$ cat src/rtl/plc_pkg.sv
package plc_pkg;
  typedef enum logic [2:0] {
    ST_IDLE  = 3'd0,
    ST_PLOAD = 3'd1,
    ST_BLOAD = 3'd2,
    ST_START = 3'd3,
    ST_WAIT  = 3'd4
  } plc_state_e;
endpackage

$ cat src/rtl/plc_gap_timer.sv
module plc_gap_timer #(
  parameter int CNT_W = 8
) (
  input  logic             clk,
  input  logic             rst,
  input  logic             restart,
  input  logic             run,
  input  logic [CNT_W-1:0] last,
  output logic             expire
);
  logic [CNT_W-1:0] cnt_q;

  always_ff @(posedge clk) begin
    if (rst || restart) cnt_q <= '0;
    else if (run)       cnt_q <= cnt_q + 1'b1;
  end

  assign expire = run && !restart && (cnt_q == last);
endmodule

$ cat src/rtl/plc_page_ram.sv
module plc_page_ram #(
  parameter int DEPTH  = 128,
  parameter int DATA_W = 8,
  parameter int N_RD   = 2,
  localparam int OFF_W = $clog2(DEPTH)
) (
  input  logic              clk,
  input  logic              rst,
  input  logic              fill,
  input  logic              wr_en,
  input  logic [OFF_W-1:0]  wr_off,
  input  logic [DATA_W-1:0] wr_data,
  input  logic [OFF_W-1:0]  rd_off  [N_RD],
  output logic [DATA_W-1:0] rd_data [N_RD]
);
  logic [DATA_W-1:0] mem [DEPTH];
  logic [DEPTH-1:0]  vld_q;

  always_ff @(posedge clk) begin
    if (wr_en) mem[wr_off] <= wr_data;
  end

  always_ff @(posedge clk) begin
    if (rst || fill)  vld_q <= '0;
    else if (wr_en)   vld_q[wr_off] <= 1'b1;
  end

  for (genvar p = 0; p < N_RD; p++) begin : g_rd
    logic [DATA_W-1:0] dq;
    logic              vq;
    always_ff @(posedge clk) begin
      dq <= mem[rd_off[p]];
    end
    always_ff @(posedge clk) begin
      if (rst) vq <= 1'b0;
      else     vq <= vld_q[rd_off[p]];
    end
    assign rd_data[p] = vq ? dq : {DATA_W{1'b1}};
  end
endmodule

$ cat src/rtl/plc_load_fsm.sv
module plc_load_fsm
  import plc_pkg::*;
#(
  parameter int PAGE_W = 13,
  parameter int OFF_W  = 7,
  parameter int DATA_W = 8
) (
  input  logic              clk,
  input  logic              rst,
  input  logic              prog_cmd,
  input  logic              bufw_cmd,
  input  logic              clr_cmd,
  input  logic              wr_en,
  input  logic [PAGE_W-1:0] wr_page,
  input  logic [OFF_W-1:0]  wr_off,
  input  logic [DATA_W-1:0] wr_data,
  input  logic              expire,
  input  logic              eng_done,
  input  logic              eng_fail,
  output logic              store_en,
  output logic              fill,
  output logic              tmr_restart,
  output logic              tmr_run,
  output logic              tmr_long,
  output logic              eng_start,
  output logic [PAGE_W-1:0] eng_page,
  output logic              loading,
  output logic              busy,
  output logic              page_err,
  output logic              prog_fail
);
  plc_state_e        st_q, st_d;
  logic [PAGE_W-1:0] page_q;
  logic              have_first_q;
  logic              have_prev_q;
  logic [OFF_W-1:0]  prev_off_q;
  logic              err_q, fail_q;

  logic in_idle, in_pload, in_bload, hit, pg_bad, term, start_any;

  assign in_idle   = (st_q == ST_IDLE);
  assign in_pload  = (st_q == ST_PLOAD);
  assign in_bload  = (st_q == ST_BLOAD);
  assign hit       = wr_en && (in_pload || in_bload);
  assign pg_bad    = in_pload && have_first_q && (wr_page != page_q);
  assign term      = in_pload && hit && !pg_bad && have_prev_q &&
                     (wr_off == prev_off_q) && (wr_data == '0);
  assign store_en  = hit && !pg_bad && !term;
  assign start_any = in_idle && (prog_cmd || bufw_cmd);

  always_comb begin
    st_d = st_q;
    unique case (st_q)
      ST_IDLE: begin
        if (prog_cmd)      st_d = ST_PLOAD;
        else if (bufw_cmd) st_d = ST_BLOAD;
      end
      ST_PLOAD: if (term || expire) st_d = ST_START;
      ST_BLOAD: if (expire)         st_d = ST_IDLE;
      ST_START:                     st_d = ST_WAIT;
      ST_WAIT:  if (eng_done)       st_d = ST_IDLE;
      default:                      st_d = ST_IDLE;
    endcase
  end

  always_ff @(posedge clk) begin
    if (rst) begin
      st_q         <= ST_IDLE;
      page_q       <= '0;
      have_first_q <= 1'b0;
      have_prev_q  <= 1'b0;
      prev_off_q   <= '0;
      err_q        <= 1'b0;
      fail_q       <= 1'b0;
    end else begin
      st_q <= st_d;
      if (start_any) begin
        page_q       <= '0;
        have_first_q <= 1'b0;
        have_prev_q  <= 1'b0;
        err_q        <= 1'b0;
      end else begin
        if (in_pload && store_en) begin
          if (!have_first_q) page_q <= wr_page;
          have_first_q <= 1'b1;
          have_prev_q  <= 1'b1;
          prev_off_q   <= wr_off;
        end
        if (hit && pg_bad) err_q <= 1'b1;
      end
      if (st_q == ST_WAIT && eng_done) fail_q <= eng_fail;
    end
  end

  assign fill        = in_idle && (prog_cmd || clr_cmd);
  assign tmr_restart = in_idle || hit;
  assign tmr_run     = in_pload || in_bload;
  assign tmr_long    = in_pload;
  assign eng_start   = (st_q == ST_START);
  assign eng_page    = page_q;
  assign loading     = in_pload || in_bload;
  assign busy        = !in_idle;
  assign page_err    = err_q;
  assign prog_fail   = fail_q;
endmodule

$ cat src/rtl/page_load_ctrl.sv
module page_load_ctrl #(
  parameter int PAGE_BYTES = 128,
  parameter int PAGE_W     = 13,
  parameter int DATA_W     = 8,
  parameter int IDLE_CYC   = 10000,
  parameter int GAP_CYC    = 3000,
  localparam int OFF_W     = $clog2(PAGE_BYTES),
  localparam int MAX_CYC   = (IDLE_CYC > GAP_CYC) ? IDLE_CYC : GAP_CYC,
  localparam int CNT_W     = $clog2(MAX_CYC + 1)
) (
  input  logic              clk,
  input  logic              rst,
  input  logic              prog_cmd,
  input  logic              bufw_cmd,
  input  logic              clr_cmd,
  input  logic              wr_en,
  input  logic [PAGE_W-1:0] wr_page,
  input  logic [OFF_W-1:0]  wr_off,
  input  logic [DATA_W-1:0] wr_data,
  input  logic [OFF_W-1:0]  rd_off,
  output logic [DATA_W-1:0] rd_data,
  output logic              eng_start,
  output logic [PAGE_W-1:0] eng_page,
  input  logic [OFF_W-1:0]  eng_rd_off,
  output logic [DATA_W-1:0] eng_rd_data,
  input  logic              eng_done,
  input  logic              eng_fail,
  output logic              loading,
  output logic              busy,
  output logic              page_err,
  output logic              prog_fail
);
  localparam logic [CNT_W-1:0] IDLE_LAST = CNT_W'(IDLE_CYC - 1);
  localparam logic [CNT_W-1:0] GAP_LAST  = CNT_W'(GAP_CYC - 1);

  logic store_en, fill, tmr_restart, tmr_run, tmr_long, expire;
  logic [OFF_W-1:0]  offs  [2];
  logic [DATA_W-1:0] rdata [2];

  plc_load_fsm #(.PAGE_W(PAGE_W), .OFF_W(OFF_W), .DATA_W(DATA_W)) fsm_i (
    .clk(clk), .rst(rst), .prog_cmd(prog_cmd), .bufw_cmd(bufw_cmd),
    .clr_cmd(clr_cmd), .wr_en(wr_en), .wr_page(wr_page), .wr_off(wr_off),
    .wr_data(wr_data), .expire(expire), .eng_done(eng_done),
    .eng_fail(eng_fail), .store_en(store_en), .fill(fill),
    .tmr_restart(tmr_restart), .tmr_run(tmr_run), .tmr_long(tmr_long),
    .eng_start(eng_start), .eng_page(eng_page), .loading(loading),
    .busy(busy), .page_err(page_err), .prog_fail(prog_fail)
  );

  plc_gap_timer #(.CNT_W(CNT_W)) tmr_i (
    .clk(clk), .rst(rst), .restart(tmr_restart), .run(tmr_run),
    .last(tmr_long ? IDLE_LAST : GAP_LAST), .expire(expire)
  );

  assign offs[0] = rd_off;
  assign offs[1] = eng_rd_off;

  plc_page_ram #(.DEPTH(PAGE_BYTES), .DATA_W(DATA_W), .N_RD(2)) ram_i (
    .clk(clk), .rst(rst), .fill(fill), .wr_en(store_en), .wr_off(wr_off),
    .wr_data(wr_data), .rd_off(offs), .rd_data(rdata)
  );

  assign rd_data     = rdata[0];
  assign eng_rd_data = rdata[1];
endmodule

$ cat config.mk
export PLATFORM = sky130hd
export DESIGN_NAME = page_load_ctrl
export DESIGN_NICKNAME = d
export VERILOG_FILES = /design/src/rtl/plc_pkg.sv /design/src/rtl/plc_gap_timer.sv /design/src/rtl/plc_page_ram.sv /design/src/rtl/plc_load_fsm.sv /design/src/rtl/page_load_ctrl.sv
export SDC_FILE = /design/constraint.sdc
export NUM_CORES = 2
export LEC_CHECK = 0
export BUFFER_PORTS_ARGS = -buffer_cell sky130_fd_sc_hd__buf_2
export CELL_PAD_IN_SITES_DETAIL_PLACEMENT = 1
export CELL_PAD_IN_SITES_GLOBAL_PLACEMENT = 1
export CORE_UTILIZATION = 52
export CTS_BUF_LIST = sky130_fd_sc_hd__clkbuf_4
export DETAILED_ROUTE_END_ITERATION = 10
export MAX_ROUTING_LAYER = met4
export PLACE_DENSITY_LB_ADDON = 0.1
export SYNTH_ARGS = -nofsm -noshare
export SYNTH_HDL_FRONTEND = slang
export SYNTH_SLANG_ARGS = --single-unit
$ cat constraint.sdc
create_clock -name clk -period 7.3 [get_ports clk]
set_clock_uncertainty 0.2 [all_clocks]
set_input_delay 1.095 -clock clk [delete_from_list [all_inputs] [get_ports clk]]
set_output_delay 1.095 -clock clk [all_outputs]
set_load 0.05 [all_outputs]
-- Yosys cells after proc, flatten, opt, wreduce, memory -nomap -nowiden
Memory sizes are Yosys's and may differ from the RTL's. A register that Yosys moved wholly into a read port is not among the register bits.
Index checks and enable logic that the tools add are counted.
- memories: 1
- memory bits (writable): 1024
- register bits after elaboration: 170
- logic and storage cells: 82
- equality and inequality tests: 11
- $lt $le $gt $ge: 4
- bitwise operators: 3
- reductions and logical operators: 35
- multiplexer cells: 17
- $add $sub $neg: 1
- memories (name ; depth ; bits a word ; read ports ; clocked after memory_dff ; wr ports ; RTL line ; RTL):
    ram_i.mem ; 128 ; 8 ; 2 ; 2 ; 1 ; plc_page_ram.sv:16 ; logic [DATA_W-1:0] mem [DEPTH];
- operator list (operator ; count):
    OR 128 bit ; 1
    less-than comparator 7 x 8 -> 1 bit, second input constant ; 3
    logical AND 1 bit ; 18
    two-way mux 8 bit ; 2
    two-way mux 3 bit ; 5
    case mux 3 bit (5 select lines) ; 1
    adder 14 x 1 -> 14 bit, second input constant ; 1
    binary-select mux 1 bit (select 7 bit) ; 2
    == test 14 bit ; 1
    two-way mux 14 bit ; 1
    inequality test 13 bit ; 1
    logical NOT 8 bit ; 1
    demux 1 bit (select 7 bit) ; 1
    == test 7 bit ; 1
    greater-or-equal comparator 7 x 1 -> 1 bit, second input constant ; 1
    logical OR 1 bit ; 7
    == test 3 x 2 -> 1 bit, second input constant ; 2
    two-way mux 1 bit ; 5
    logical NOT 1 bit ; 4
    inequality test 2 bit, second input constant ; 2
    AND reduction 2 bit ; 2
    AND reduction 4 bit ; 1
    == test 3 x 1 -> 1 bit, second input constant ; 1
    == test 3 bit, second input constant ; 1
    other kinds (5) ; 6

-- Depth between registers and ports, before layout
- word-level depth: 12
- gate-level depth with buffers: 11

-- By module
Synthesis repeated with hierarchy kept, for this count alone.
- cells, all modules: 3608
- area, all modules: 56459.1 µm²
- by module, submodules not included (module ; sequential area each (µm²) ; instances ; cells an instance ; area an instance (µm²)):
    plc_page_ram ; 33672.3 ; 1 ; 3343 ; 54178.2
    plc_load_fsm ; 520.5 ; 1 ; 171 ; 1485.2
    plc_gap_timer ; 280.3 ; 1 ; 91 ; 784.5
    page_load_ctrl ; 0.0 ; 1 ; 3 ; 11.3

-- Worst setup path before layout
No wires, ideal clock.
- kind: in2reg
- from: input port wr_page[8]
- to: memory ram_i.mem[10][0], enable pin
- setup time: 0.370 ns
- required time: 6.730 ns
- path slack: 4.007 ns
- arrival: 2.723 ns
- stages: 7
- path through: xor2_1 nor4_1 nand4_1 o21ai_2 nand3_1 buf_2 nor2_1
- longest elaborated chain between the ends: 11
- elaborated cells on any way between the ends: 12
- those cells by class: eq/ne (1); mux (2); reduce/logical (9)
- ends and longest elaborated chain (element ; RTL line ; RTL):
    start: declaration ; page_load_ctrl.sv:17 ; input logic [PAGE_W-1:0] wr_page,
    inequality test 13 bit (*) ; plc_load_fsm.sv:45 ; assign pg_bad = in_pload && have_first_q && (wr_page != page_q);
    logical AND 1 bit (*) ; plc_load_fsm.sv:45 ;
    logical NOT 1 bit (*) ; plc_load_fsm.sv:46, plc_load_fsm.sv:48 ;
    logical AND 1 bit (3 in a row) ; plc_load_fsm.sv:46 ; assign term = in_pload && hit && !pg_bad && have_prev_q &&
    logical AND 1 bit ; plc_load_fsm.sv:47 ; (wr_off == prev_off_q) && (wr_data == '0);
    logical NOT 1 bit ; plc_load_fsm.sv:48 ; assign store_en = hit && !pg_bad && !term;
    logical AND 1 bit (*) ; plc_load_fsm.sv:48 ;
    two-way mux 1 bit (*) ; plc_page_ram.sv:20 ; if (wr_en) mem[wr_off] <= wr_data;
    two-way mux 1 bit (implied by the code) (*) ; plc_page_ram.sv:20 ;
    end: declaration ; plc_page_ram.sv:16 ;
Mark *: on every way between the ends. The rest lies on a longest branch, timed or not.

-- Final worst setup path
- from: register fsm_i.st_q[0]
- to: output port loading
- longest elaborated chain between the ends: 2
- elaborated cells on any way between the ends: 3
- those cells by class: eq/ne (2); reduce/logical (1)
- ends and longest elaborated chain (element ; RTL line ; RTL):
    start: declaration ; plc_load_fsm.sv:32 ; plc_state_e st_q, st_d;
    start signal: assignment ; plc_load_fsm.sv:76 ; st_q <= st_d;
    == test 3 x 1 -> 1 bit / == test 3 x 2 -> 1 bit (equally long branches) ; plc_load_fsm.sv:42, plc_load_fsm.sv:43 ;
    logical OR 1 bit (*) ; plc_load_fsm.sv:101 ; assign loading = in_pload || in_bload;
    end: declaration ; page_load_ctrl.sv:28 ; output logic loading,
Marks and branches as above.

==> impl_results.md <==
- Status: finished, final reports clean
- Asr flop ratio synth: 0%
- Reg2reg start: fsm_i.st_q[0]
- Post-synthesis sequential area ratio: 61.16%
- Worst Hold Launch: wr_off[4]
- Delay-heaviest family, CP: simple AND/OR/NAND/NOR gates
- I/O Pins: 84
- Initial antenna violation count: 8
- Avg WL per Cell: 34.03 µm
- Combinational power share: 8.9%
- Slew Viols, Final: 0
- RSZ-0062 raised after global routing: no
- Port Buf Inserts: 83
- Overflow after GRT: 0
- Vias: 37502
- Share of cells above drive strength 1: 26.46%
- Synth warn: 0
- Worst setup SP type: register
- Drt pass-1 iters: 5
- Hold WC Path Type: in2reg
- Synth area leader: edfxtp_1
- 1st-iter DRT viols: 4672
- Max cap viols: 0
- Cell variety after synth: 57
- Area contributors post-synth: edfxtp_1 55%, mux4_2 16%, dfxtp_1 6.6%
- Required @ worst endpoint: 6.00 ns
- Total GRT Usage: 35.10%
- First-pass GRT wire length: 271.8 mm
- VDD IR max: 0.1615 mV
- Worst Path Max Fanout: 12
- Fin nets: 3877
- RePlAce Congestion: 0.9136
- CTS Buffer Depth: 4
- # DRC: 0
- Seq pwr share: 50.5%
- Syn Inst Count: 3606
- Max Freq: 239.9 MHz
- Vias in the first global route: 39386
- Area growth, synth to finish: 10.33%
- Power Density: 239.7 mW/mm²
- CTS tree: yes
- DR vias/cell: 6.845
- CTS sink cnt: 1210
- FF-to-FF End: ram_i.mem[28][5]
- Clock latency on the worst-skew pair: 1.27 ns
- Sw frac: 26.04%
- WHS Path Cells: 3
- Worst Max-Slew Pin Slew: 1.406 ns
- Mapped Nets: 3657
- Clock transition at the registers of the reported paths: 0.06 ns
- Final setup viols: 0
- CP max stage cell: nor2_1
- Clock Tree Root: clkbuf_4
- Lkg Pwr: 0.02041 µW
- Total length of routed wires: 186.5 mm
- Clock network power share: 40.6%
- Post-route insts no fill: 5479
- Final setup TNS: 0 ns
- Switch Pwr: 3881 µW
- DP Wirelength: 120.5 mm
- H-tree Lvls: 5
- Pin count of the biggest net entering global routing: 100
- Worst reg2reg path depth: 7
- Die area: 0.1097 mm²
- Die Ht: 331.2 µm
- R2R Setup Slk: 3.30 ns
- Average footprint of a synthesized cell: 15.63 µm²
- Fin util: 58.01%
- Worst rel slew slack: 6.275%
- Min Tclk post-route: 4.168 ns
- Buf/Inv on CP: 1
- Post-synth EDFFs: 1024
- Placed cells: 4870
- Num rows: 120
- Crit-path max cell delay: 0.64 ns
- Register bit total from synthesis: 1210
- Hold Vio Cnt, Final: 0
- Post-route ant nets: 0
- WP data arrival: 2.87 ns
- Netlist Area Pre-Place: 0.05636 mm²
- Critical path capture point type: output port
- Worst setup path category: reg2out
- Core region area: 0.1072 mm²
- Num CTS Buffers: 333
- Die W: 331.2 µm
- Post-synth top area share: 54.56%
- Cell Chain, Critical Path: xnor2_1 -> nor2_1 -> buf_2
- Crit share post-route: 57.09%
- P_int: 11030 µW
- Initial core utilization: 52.58%
- Post-synth top flop: edfxtp_1
- Worst hold endpoint: fsm_i.prev_off_q[4]
## cells in the mapped netlist, types with 9 or more instances
| cell | count |
|---|---|
| edfxtp_1 | 1024 |
| mux4_2 | 412 |
| mux2i_1 | 344 |
| a22oi_1 | 264 |
| nand2_1 | 248 |
| dfxtp_1 | 186 |
| nor2_1 | 182 |
| o21ai_0 | 138 |
| buf_2 | 108 |
| clkbuf_1 | 107 |
| nand3_1 | 97 |
| nand4_1 | 61 |
| a21oi_1 | 55 |
| buf_4 | 40 |
| nand2b_1 | 34 |
| o211ai_1 | 33 |
| a31oi_1 | 27 |
| buf_1 | 22 |
| a22o_1 | 20 |
| nor3_1 | 18 |
| xor2_1 | 17 |
| a32oi_1 | 16 |
| a221oi_1 | 15 |
| nor2b_1 | 15 |
| xnor2_1 | 15 |
| buf_6 | 12 |
| o22ai_1 | 12 |
| a211oi_1 | 10 |
| and2_1 | 9 |
## flip-flops by register name (all words and copies together) (netlist names)
name / cells
fsm_i.have_first_q: 1
ram_i.mem: 1024
ram_i.g_rd.vq: 2
ram_i.vld_q: 128
tmr_i.cnt_q: 14
fsm_i.prev_off_q: 7
fsm_i.eng_page: 13
ram_i.g_rd.dq: 16
fsm_i.page_err: 1
fsm_i.st_q: 3
fsm_i.prog_fail: 1
## tightest hold or removal path, delay by kind of cell
kind / cells / cell delay [ns]
buffers and inverters: 1 / 0.22
multiplexers: 1 / 0.06
AND/OR/NAND/NOR: 1 / 0.12
## metal layers
| metal | part of all wire, % | global-route usage, % | up-vias |
|---|---|---|---|
| met4 | 3.6 | 13.91 | 0 |
| met5 | 0 | - | - |
| met3 | 8.9 | 7.436 | 366 |
| met1 | 39 | 45.86 | 19671 |
| met2 | 48 | 54.02 | 2126 |
| li1 | - | - | 15339 |
## cell families (layout without fill, tap and decap cells)
| family | Yosys count | count (layout) | synth area share, % |
|---|---|---|---|
| AO/OA/AOI/OAI | 607 | 607 | 7.306 |
| XOR/XNOR | 32 | 32 | 0.4972 |
| adder cells (fa/ha/maj) | 1 | 1 | 0.02219 |
| buffers and inverters | 296 | 757 | 2.637 |
| flip-flops | 1210 | 1210 | 61.16 |
| multiplexers | 758 | 758 | 22.66 |
| other | 0 | 9 | 0 |
| AND/OR/NAND/NOR | 702 | 702 | 5.712 |
## power by group through the flow
stage,combinational (µW),sequential (µW),clock (µW)
6_report,1320,7530,6050
5_1_grt,1370,7530,6470
4_1_cts,1310,7530,6120
3_5_place_dp,1300,7690,0
3_3_place_gp,1270,7680,0
2_1_floorplan,779,7680,0
## layout by cell type (no fill, tap or decap), types with 54 or more instances in the layout
| master | instances |
|---|---|
| a22oi_1 | 264 |
| clkinv_1 | 93 |
| a21oi_1 | 54 |
| edfxtp_1 | 1024 |
| nand4_1 | 61 |
| nor2_1 | 175 |
| buf_2 | 71 |
| clkbuf_4 | 460 |
| nand3_1 | 93 |
| mux4_2 | 412 |
| dfxtp_1 | 186 |
| mux2i_1 | 344 |
| o21ai_0 | 138 |
| buf_4 | 66 |
| nand2_1 | 248 |
## how the worst max path moves through the flow
stage / from / end / slack, ns / cells past startpoint
final: fsm_i.st_q[0] / loading / 3.13 / 3
after global routing: fsm_i.st_q[0] / loading / 2.91 / 3
after CTS: fsm_i.st_q[0] / loading / 3.04 / 3
after detailed placement: eng_rd_off[0] / ram_i.g_rd[1].dq[7] / 2.32 / 8
after global placement: eng_rd_off[2] / ram_i.g_rd[1].dq[7] / 1.91 / 8
after floorplan: wr_page[8] / ram_i.mem[10][0] / 4.01 / 7
## area by class of cell
cell class                 count  area [µm²]
fill                       10107       45020
sequential                  1210       34470
multi-input combinational   2100       20520
clock buffer                 460        3453
tap                         1403        1755
timing repair buffer         174        1331
clock inverter               116       599.3
inverter                       7       26.28
antenna                        9       22.52
## metrics by stage
stage                     power, µW  setup WS (ns)  cell area, µm²  hold slack, ns
after floorplan                8455          4.007           56360          0.2337
after global placement         8953          1.911           57840          0.2474
after detailed placement       8980          2.324           57870          0.2719
after CTS                     14960          3.043           62160        0.007488
after global routing          15370          2.905           62180         0.08151
final                         14910          3.132           62180          0.1159
## timing repair
action / CTS / global route
hold endpoints to repair: 35 / 0
hold buffers: 24 / 0
buffers inserted: 0 / 0
gates resized for setup: 0 / 0
Note: power is estimated with default switching activity, not from simulation.
